--- config.mk ---
export PLATFORM = sky130hd
export DESIGN_NAME = cfg_guard
export DESIGN_NICKNAME = d
export VERILOG_FILES = /design/src/rtl/cfg_guard_pkg.sv /design/src/rtl/cfg_guard_lock.sv /design/src/rtl/cfg_guard_bank.sv /design/src/rtl/cfg_guard.sv
export SDC_FILE = /design/constraint.sdc
export NUM_CORES = 1
export LEC_CHECK = 0
export BUFFER_PORTS_ARGS = -buffer_cell sky130_fd_sc_hd__buf_2
export CORE_MARGIN = 1
export CORE_UTILIZATION = 56
export CTS_BUF_LIST = sky130_fd_sc_hd__clkbuf_4
export DETAILED_ROUTE_END_ITERATION = 10
export PLACE_DENSITY = 0.82
export SLEW_MARGIN = 20
export SYNTH_ARGS = -nofsm -noshare
export SYNTH_HDL_FRONTEND = slang
export SYNTH_SLANG_ARGS = --single-unit
--- constraint.sdc ---
create_clock -name clk -period 3.8 [get_ports clk]
set_clock_uncertainty 0.05 [all_clocks]
set_input_delay 0.57 -clock clk [delete_from_list [all_inputs] [get_ports clk]]
set_output_delay 0.57 -clock clk [all_outputs]
set_load 0.01 [all_outputs]
--- src/rtl/cfg_guard_pkg.sv ---
package cfg_guard_pkg;
    localparam int KEY_W = 16;
    localparam logic [KEY_W-1:0] KEY_VAL = 16'h4758;

    typedef enum logic {
        LOCKED   = 1'b0,
        UNLOCKED = 1'b1
    } lock_state_t;
endpackage

--- src/rtl/cfg_guard_lock.sv ---
module cfg_guard_lock
    import cfg_guard_pkg::*;
(
    input  logic             clk,
    input  logic             rst_n,
    input  logic             key_wr,
    input  logic [KEY_W-1:0] key_wdata,
    output logic [KEY_W-1:0] key_q,
    output lock_state_t      lock_st,
    output logic             wr_ok
);
    lock_state_t st_q, st_d;

    always_ff @(posedge clk or negedge rst_n) begin
        if (!rst_n) begin
            key_q <= '0;
        end else if (key_wr) begin
            key_q <= key_wdata;
        end
    end

    always_comb begin
        st_d = st_q;
        unique case (st_q)
            LOCKED:   if (key_wr && key_wdata == KEY_VAL) st_d = UNLOCKED;
            UNLOCKED: if (key_wr && key_wdata != KEY_VAL) st_d = LOCKED;
            default:  st_d = LOCKED;
        endcase
    end

    always_ff @(posedge clk or negedge rst_n) begin
        if (!rst_n) begin
            st_q <= LOCKED;
        end else begin
            st_q <= st_d;
        end
    end

    always_comb begin
        unique case (st_q)
            LOCKED:   wr_ok = 1'b0;
            UNLOCKED: wr_ok = 1'b1;
            default:  wr_ok = 1'b0;
        endcase
        lock_st = st_q;
    end
endmodule

--- src/rtl/cfg_guard_bank.sv ---
module cfg_guard_bank #(
    parameter int DATA_W = 32,
    parameter int NPROT  = 8,
    parameter int IDX_W  = 3
) (
    input  logic                    clk,
    input  logic                    rst_n,
    input  logic                    prot_we,
    input  logic [IDX_W-1:0]        prot_idx,
    input  logic                    wr_ok,
    input  logic                    scr_we,
    input  logic [DATA_W-1:0]       wdata,
    output logic [NPROT*DATA_W-1:0] prot_q,
    output logic [DATA_W-1:0]       scr_q
);
    for (genvar i = 0; i < NPROT; i++) begin : g_word
        logic [DATA_W-1:0] word_q;

        always_ff @(posedge clk or negedge rst_n) begin
            if (!rst_n) begin
                word_q <= '0;
            end else if (prot_we && wr_ok && prot_idx == IDX_W'(i)) begin
                word_q <= wdata;
            end
        end

        assign prot_q[i*DATA_W +: DATA_W] = word_q;
    end

    always_ff @(posedge clk or negedge rst_n) begin
        if (!rst_n) begin
            scr_q <= '0;
        end else if (scr_we) begin
            scr_q <= wdata;
        end
    end
endmodule

--- src/rtl/cfg_guard.sv ---
module cfg_guard
    import cfg_guard_pkg::*;
#(
    parameter int DATA_W = 32,
    parameter int NPROT  = 8,
    parameter int ADDR_W = 5
) (
    input  logic                    clk,
    input  logic                    rst_n,
    input  logic [ADDR_W-1:0]       bus_addr,
    input  logic                    bus_we,
    input  logic [DATA_W-1:0]       bus_wdata,
    output logic [DATA_W-1:0]       bus_rdata,
    output logic [NPROT*DATA_W-1:0] prot_q
);
    localparam int IDX_W = (NPROT > 1) ? $clog2(NPROT) : 1;
    localparam logic [ADDR_W-1:0] KEY_ADDR = '0;
    localparam logic [ADDR_W-1:0] PROT_LO  = ADDR_W'(1);
    localparam logic [ADDR_W-1:0] PROT_HI  = ADDR_W'(NPROT);
    localparam logic [ADDR_W-1:0] SCR_ADDR = ADDR_W'(NPROT + 1);

    logic              key_hit, prot_hit, scr_hit;
    logic [ADDR_W-1:0] addr_m1;
    logic [IDX_W-1:0]  prot_idx;
    logic [KEY_W-1:0]  key_q;
    logic [DATA_W-1:0] scr_q;
    logic              wr_ok;
    lock_state_t       lock_st;

    always_comb begin
        key_hit  = (bus_addr == KEY_ADDR);
        prot_hit = (bus_addr >= PROT_LO) && (bus_addr <= PROT_HI);
        scr_hit  = (bus_addr == SCR_ADDR);
        addr_m1  = bus_addr - PROT_LO;
        prot_idx = addr_m1[IDX_W-1:0];
    end

    cfg_guard_lock u_lock (
        .clk       (clk),
        .rst_n     (rst_n),
        .key_wr    (bus_we && key_hit),
        .key_wdata (bus_wdata[KEY_W-1:0]),
        .key_q     (key_q),
        .lock_st   (lock_st),
        .wr_ok     (wr_ok)
    );

    cfg_guard_bank #(
        .DATA_W (DATA_W),
        .NPROT  (NPROT),
        .IDX_W  (IDX_W)
    ) u_bank (
        .clk      (clk),
        .rst_n    (rst_n),
        .prot_we  (bus_we && prot_hit),
        .prot_idx (prot_idx),
        .wr_ok    (wr_ok),
        .scr_we   (bus_we && scr_hit),
        .wdata    (bus_wdata),
        .prot_q   (prot_q),
        .scr_q    (scr_q)
    );

    always_comb begin
        bus_rdata = '0;
        if (key_hit) begin
            bus_rdata[KEY_W-1:0] = key_q;
        end else if (prot_hit) begin
            bus_rdata = prot_q[prot_idx*DATA_W +: DATA_W];
        end else if (scr_hit) begin
            bus_rdata = scr_q;
        end
    end
endmodule

=== Yosys cells after proc, flatten, opt, wreduce, memory -nomap -nowiden ===
Cells that the tools add are included.

* $add $sub $neg: 1
* Reductions and logical operators: 17
* Multiply operators: 0
* Divide/modulo/power cells: 0
* Bitwise logic cells: 1
* Equal/unequal tests: 10
* $lt $le $gt $ge: 2
* Shift operators: 1
* Muxes and demuxes: 8

{| class="wikitable"
|+ Operators with widths
! operator !! number
|-
| variable part select 256 x 9 -> 32 bit || 1
|-
| two-way mux 32 bit || 2
|-
| two-way mux 16 bit || 2
|-
| == test 16 x 15 -> 1 bit, second input constant || 1
|-
| != test 16 x 15 -> 1 bit, second input constant || 1
|-
| logical AND 1 bit || 15
|-
| == test 3 bit, second input constant || 4
|-
| == test 3 x 2 -> 1 bit, second input constant || 2
|-
| == test 5 x 4 -> 1 bit, second input constant || 1
|-
| greater-or-equal comparator 5 x 1 -> 1 bit, second input constant || 1
|-
| <= comparator 5 x 4 -> 1 bit, second input constant || 1
|-
| logical NOT 5 bit || 1
|-
| case mux 1 bit (2 select lines) || 2
|-
| == test 3 x 1 -> 1 bit, second input constant || 1
|-
| logical NOT 3 bit || 1
|-
| subtractor 3 x 1 -> 3 bit, second input constant || 1
|-
| two-way mux 1 bit || 2
|-
| NOT 1 bit || 1
|}

* Output and inout port bits: 288
* Bits in read-only memories: 0
* Memory bits (writable): 0
* Latch bits: 0
* Bits of input ports: 40
* Word-level logic and storage cells: 51
* Memories: 0
* Register bits: 305

=== Logic depth before layout (Yosys ltp) ===
* Word-level depth: 5
* Gate-level depth with buffers: 9
* Depth with buffers taken out: 6

=== Cells and area by module ===
Synthesis repeated with hierarchy kept, for this count alone.

* Cell total of the unflattened synthesis: 941
* Area total of the unflattened synthesis: 14,487.6 um^2

{| class="wikitable"
|+ By module, submodules not included
! module !! cells each !! times used !! area each (um^2) !! sequential area each (um^2)
|-
| cfg_guard_bank || 619 || 1 || 10,689.0 || 7,206.9
|-
| cfg_guard || 278 || 1 || 3,106.7 || 0.0
|-
| cfg_guard_lock || 44 || 1 || 691.9 || 425.4
|}

=== Worst setup path after synthesis ===
No wires, ideal clock.

* Path kind: input to output
* Start point: in bus_addr[0]
* End point: out bus_rdata[30]
* Data required time: 3.180 ns
* Slack: 0.747 ns
* Path buffers: 4
* Arrival time: 2.433 ns
* Cell stages on the path: 9
* Cell sequence: buf_2 inv_1 ha_1 clkbuf_1 and2_1 buf_1 clkbuf_1 a22oi_1 a32o_1

* Word-level cells in the longest chain between the ends: 4
* Elaborated cells between the ends (all ways): 10
* Classes of those cells: add/sub (1); order compare (2); eq/ne (1); shift (1); mux (3); reduce/logical (2)

{| class="wikitable"
|+ Ends and longest elaborated chain
! element !! RTL line !! text
|-
| start: declaration || cfg_guard.sv:10 || <nowiki>input logic [ADDR_W-1:0] bus_addr,</nowiki>
|-
| subtractor 3 x 1 -> 3 bit, or another cell as far along || cfg_guard.sv:34 || <nowiki>addr_m1 = bus_addr - PROT_LO;</nowiki>
|-
| variable part select 256 x 9 -> 32 bit, or another cell as far along || cfg_guard.sv:69 || <nowiki>bus_rdata = prot_q[prot_idx*DATA_W +: DATA_W];</nowiki>
|-
| two-way mux 32 bit || cfg_guard.sv:68 || <nowiki>end else if (prot_hit) begin</nowiki>
|-
| two-way mux 16 bit * || cfg_guard.sv:66 || <nowiki>if (key_hit) begin</nowiki>
|-
| end: declaration || cfg_guard.sv:13 || <nowiki>output logic [DATA_W-1:0] bus_rdata,</nowiki>
|}

Every way passes the cells marked *; elsewhere a longest branch is shown, timed or not.

=== Worst setup path after layout ===
* Start point: in bus_addr[0]
* End point: out bus_rdata[1]

Same word-level chain as after synthesis.

==> key figures <==
Worst setup path
  • Startpoint types: primary input
  • Critical path capture point type: primary output
  • Arr. time, crit path: 2.78 ns
  • Setup crit end: bus_rdata[1]
  • Crit Path Class: primary input to primary output
  • Data required, critical path: 3.18 ns
  • R2R Path End: u_bank.g_word[0].word_q[15]
  • Critical Path Max Stage Delay: 0.60 ns
  • R2R Setup Slk: 1.79 ns
  • Worst path most repeated cell: buf_2
  • Slowest CP cell: o21ai_0
  • Bufs and invs on worst path: 3
  • Stages on the worst setup path: 8
  • Worst reg-to-reg path cell count: 5
  • Critical-path maximum fanout: 16
  • Top delay family on crit path: simple AND/OR/NAND/NOR gates
  • Crit-path cells: buf_2 > inv_1 > ha_2 > nand2b_1 > xor2_1 > nand2_1 > o21ai_0 > buf_2
  • CP startpoint: bus_addr[0]

Timing
  • Min Tclk post-route: 3.395 ns
  • Relative slew margins: 0.4942
  • Fin Setup TNS: 0 ns
  • Final setup violation count: 0
  • F_max: 294.5 MHz
  • Tightest Pin Transition: 0.7587 ns
  • Period Utilization, post-route: 0.8935
  • Final hold vios: 0
  • RSZ-0062 raised after global routing: no
  • Slew Limit Fails: 0

Floorplanning
  • CORE AREA: 25,180 sq um
  • Chip height: 162.4 um
  • Row cnt: 58
  • Die Wd: 162.4 um
  • Area of the die: 26,370 sq um
  • I/O pins: 328
  • Initial core utilization: 0.5720

Pwr
  • Cell Pwr Density: 388.5 nW/um^2
  • Leak pwr: 9.739 nW
  • Peak supply drop: 298.3 uV

Finish
  • Synth-to-layout area growth: 20.34%
  • Filler cells: 1,781
  • Multi-input logic area: 6289 sq um
  • Most common cell after layout, fill and taps aside: buf_2
  • Most frequent cells in the layout: 326 x buf_2, 305 x dfrtp_1, 219 x mux2_2, 114 x clkbuf_4, 85 x mux2_4
  • Share of cells above drive strength 1: 0.6257
  • Fin util: 0.6884
  • Total Nets Final: 1,335
  • Register area: 7632 sq um

Global routing
  • First-pass GRT wire length: 61,970 um
  • Vias in the first global route: 10,399
  • Total global routing overflow: 0
  • Initial antenna violation count: 4
  • Largest net degree at the start of global routing: 98
  • Total track usage: 0.3143

Clocking
  • Worst-path clk slew: 0.07 ns
  • Post-CTS setup repair buffer count: 0
  • Total CTS buffers: 81
  • Number of H-tree branching levels: 3
  • Clock root buffer master: clkbuf_4
  • Clk Latency, worst-skew pair: 0.65 ns
  • CTS tree: yes
  • Post-cts gate resize count: 0
  • CTS Sinks: 305
  • Clock buffer depth: 3

Yosys
  • Net count after synthesis: 965
  • Sequential share of the synthesized area: 0.5298
  • Post-Synthesis Cells: 920
  • Synth warnings: 0
  • #FFs+latches synth: 305
  • Synth cell types: 34
  • Mean Syn Cell Area: 15.66 sq um
  • Synth Cell Area: 14,410 sq um

Placement
  • Placer Congestion: 0.8616
  • I/O Buffers: 327
  • Dpl hpwl: 27,180 um

Route
  • Remaining DRCs: 0
  • Post-DR vias/cell: 5.898
  • DR iter-0 viols: 802
  • Routed Antenna Nets: 0
  • First drt pass iteration count: 5
  • Routed wire length: 40,820 um
  • DR WL/cell: 24.34 um
  • Vias post-DR: 9,891

Worst hold path
  • HP Class: primary input to register
  • Min-Delay Path Depth: 2

Status
  • Outcome: complete, no violations

Run
  • Maxcap violations: 0
-- how the worst min path moves through the flow --
stage | end | slack, ns | start
after floorplan | async pin | 0.22 | rst_n
after global placement | register | 0.43 | register
after detailed placement | register | 0.44 | register
after CTS | u_bank.g_word[0].word_q[24] | 0.13 | bus_wdata[24]
after global routing | u_bank.scr_q[29] | 0.15 | bus_wdata[29]
final | u_bank.g_word[7].word_q[27] | 0.18 | bus_wdata[27]
-- cells by family (layout without fill, tap and decap cells) --
group           Yosys count  in the layout  synth area share
compound gates           85             85           0.04630
xor+xnor                  3              3          0.003127
fa+ha+maj                 5              5          0.004343
buf+inv                  78            502           0.03440
flops                   305            305            0.5298
mux                     416            416            0.3654
other cells               0              3                 0
simple gates             28             28           0.01659
-- sequential cells by signal, summed over array words and instances (netlist names), named ones only --
| name | cells |
|---|---|
| u_bank.scr_q | 32 |
| u_bank.g_word.word_q | 256 |
| u_lock.key_q | 16 |
-- power breakdown --
part	switching, mW	internal, mW	total [mW]
combinational	0.318	0.218	0.536
clock	1.35	1.45	2.80
sequential	0.0524	3.35	3.40
total	1.72	5.01	6.73
-- Yosys cell counts --
| library cell | count | area share |
|---|---|---|
| mux2_2 | 219 | 0.17 |
| nand2_2 | 1 | 0.00043 |
| xor2_1 | 1 | 0.00061 |
| a21oi_4 | 1 | 0.0011 |
| xnor2_1 | 1 | 0.00061 |
| dfrtp_1 | 305 | 0.53 |
| buf_2 | 12 | 0.0042 |
| mux2i_1 | 80 | 0.056 |
| nor4b_4 | 1 | 0.0017 |
| and2_1 | 2 | 0.00087 |
| ha_1 | 5 | 0.0043 |
| and4b_1 | 2 | 0.0014 |
| nor2b_1 | 1 | 0.00043 |
| nor2_1 | 3 | 0.00078 |
| mux4_2 | 32 | 0.050 |
| a32o_1 | 16 | 0.011 |
| mux2_4 | 85 | 0.089 |
| nor4bb_1 | 1 | 0.00069 |
| buf_6 | 24 | 0.019 |
| nor4b_1 | 2 | 0.0012 |
| nand2b_1 | 1 | 0.00043 |
| nand3_2 | 8 | 0.0056 |
| a22oi_1 | 48 | 0.025 |
| buf_1 | 2 | 0.00052 |
| o21ai_0 | 17 | 0.0059 |
| nand2_1 | 3 | 0.00078 |
| xor2_4 | 1 | 0.0019 |
| clkbuf_1 | 35 | 0.0091 |
| inv_1 | 3 | 0.00078 |
| nand4_1 | 2 | 0.00087 |
| a21oi_1 | 1 | 0.00035 |
| a211oi_4 | 2 | 0.0028 |
| nor4_4 | 1 | 0.0015 |
| buf_4 | 2 | 0.0010 |
-- per-stage QoR --
| stage | cells | hold WS (ns) | area (sq um) | power (mW) | setup slack (ns) |
|---|---|---|---|---|---|
| finish | 1677 | 0.1849 | 17340 | 6.734 | 0.4046 |
| global route | 1676 | 0.1514 | 17330 | 7.019 | 0.2728 |
| CTS | 1674 | 0.1337 | 17330 | 6.811 | 0.4996 |
| detailed placement | 1536 | 0.4410 | 16330 | 3.995 | 0.5103 |
| global placement | 1536 | 0.4309 | 16330 | 3.975 | 0.5497 |
| floorplan | 920 | 0.2244 | 14410 | 3.754 | 0.7469 |
-- per-layer routing --
layer | global-route usage | vias up | share of wire
met1 | 0.4039 | 5131 | 0.41
met3 | 0.08302 | 83 | 0.083
met4 | 0.1244 | 2 | 0.027
met2 | 0.5085 | 448 | 0.48
li1 | - | 4227 | -
met5 | 0 | - | 0.00022
-- area by class of cell --
type | count | share of cell area
well taps | 330 | 0.02382
clock buffers | 114 | 0.04937
repair buffers | 362 | 0.1153
flip-flops and latches | 305 | 0.4403
multi-input cells | 537 | 0.3628
diodes | 3 | 0.0004331
inverters | 3 | 0.0006496
clock inverters | 23 | 0.007362
-- what timing repair did --
action,in CTS,in global routing
hold buffers,1,0
endpoints found under the hold margin,93,0
setup endpoints to repair,0,0
Power figures use the tool's default switching activity.
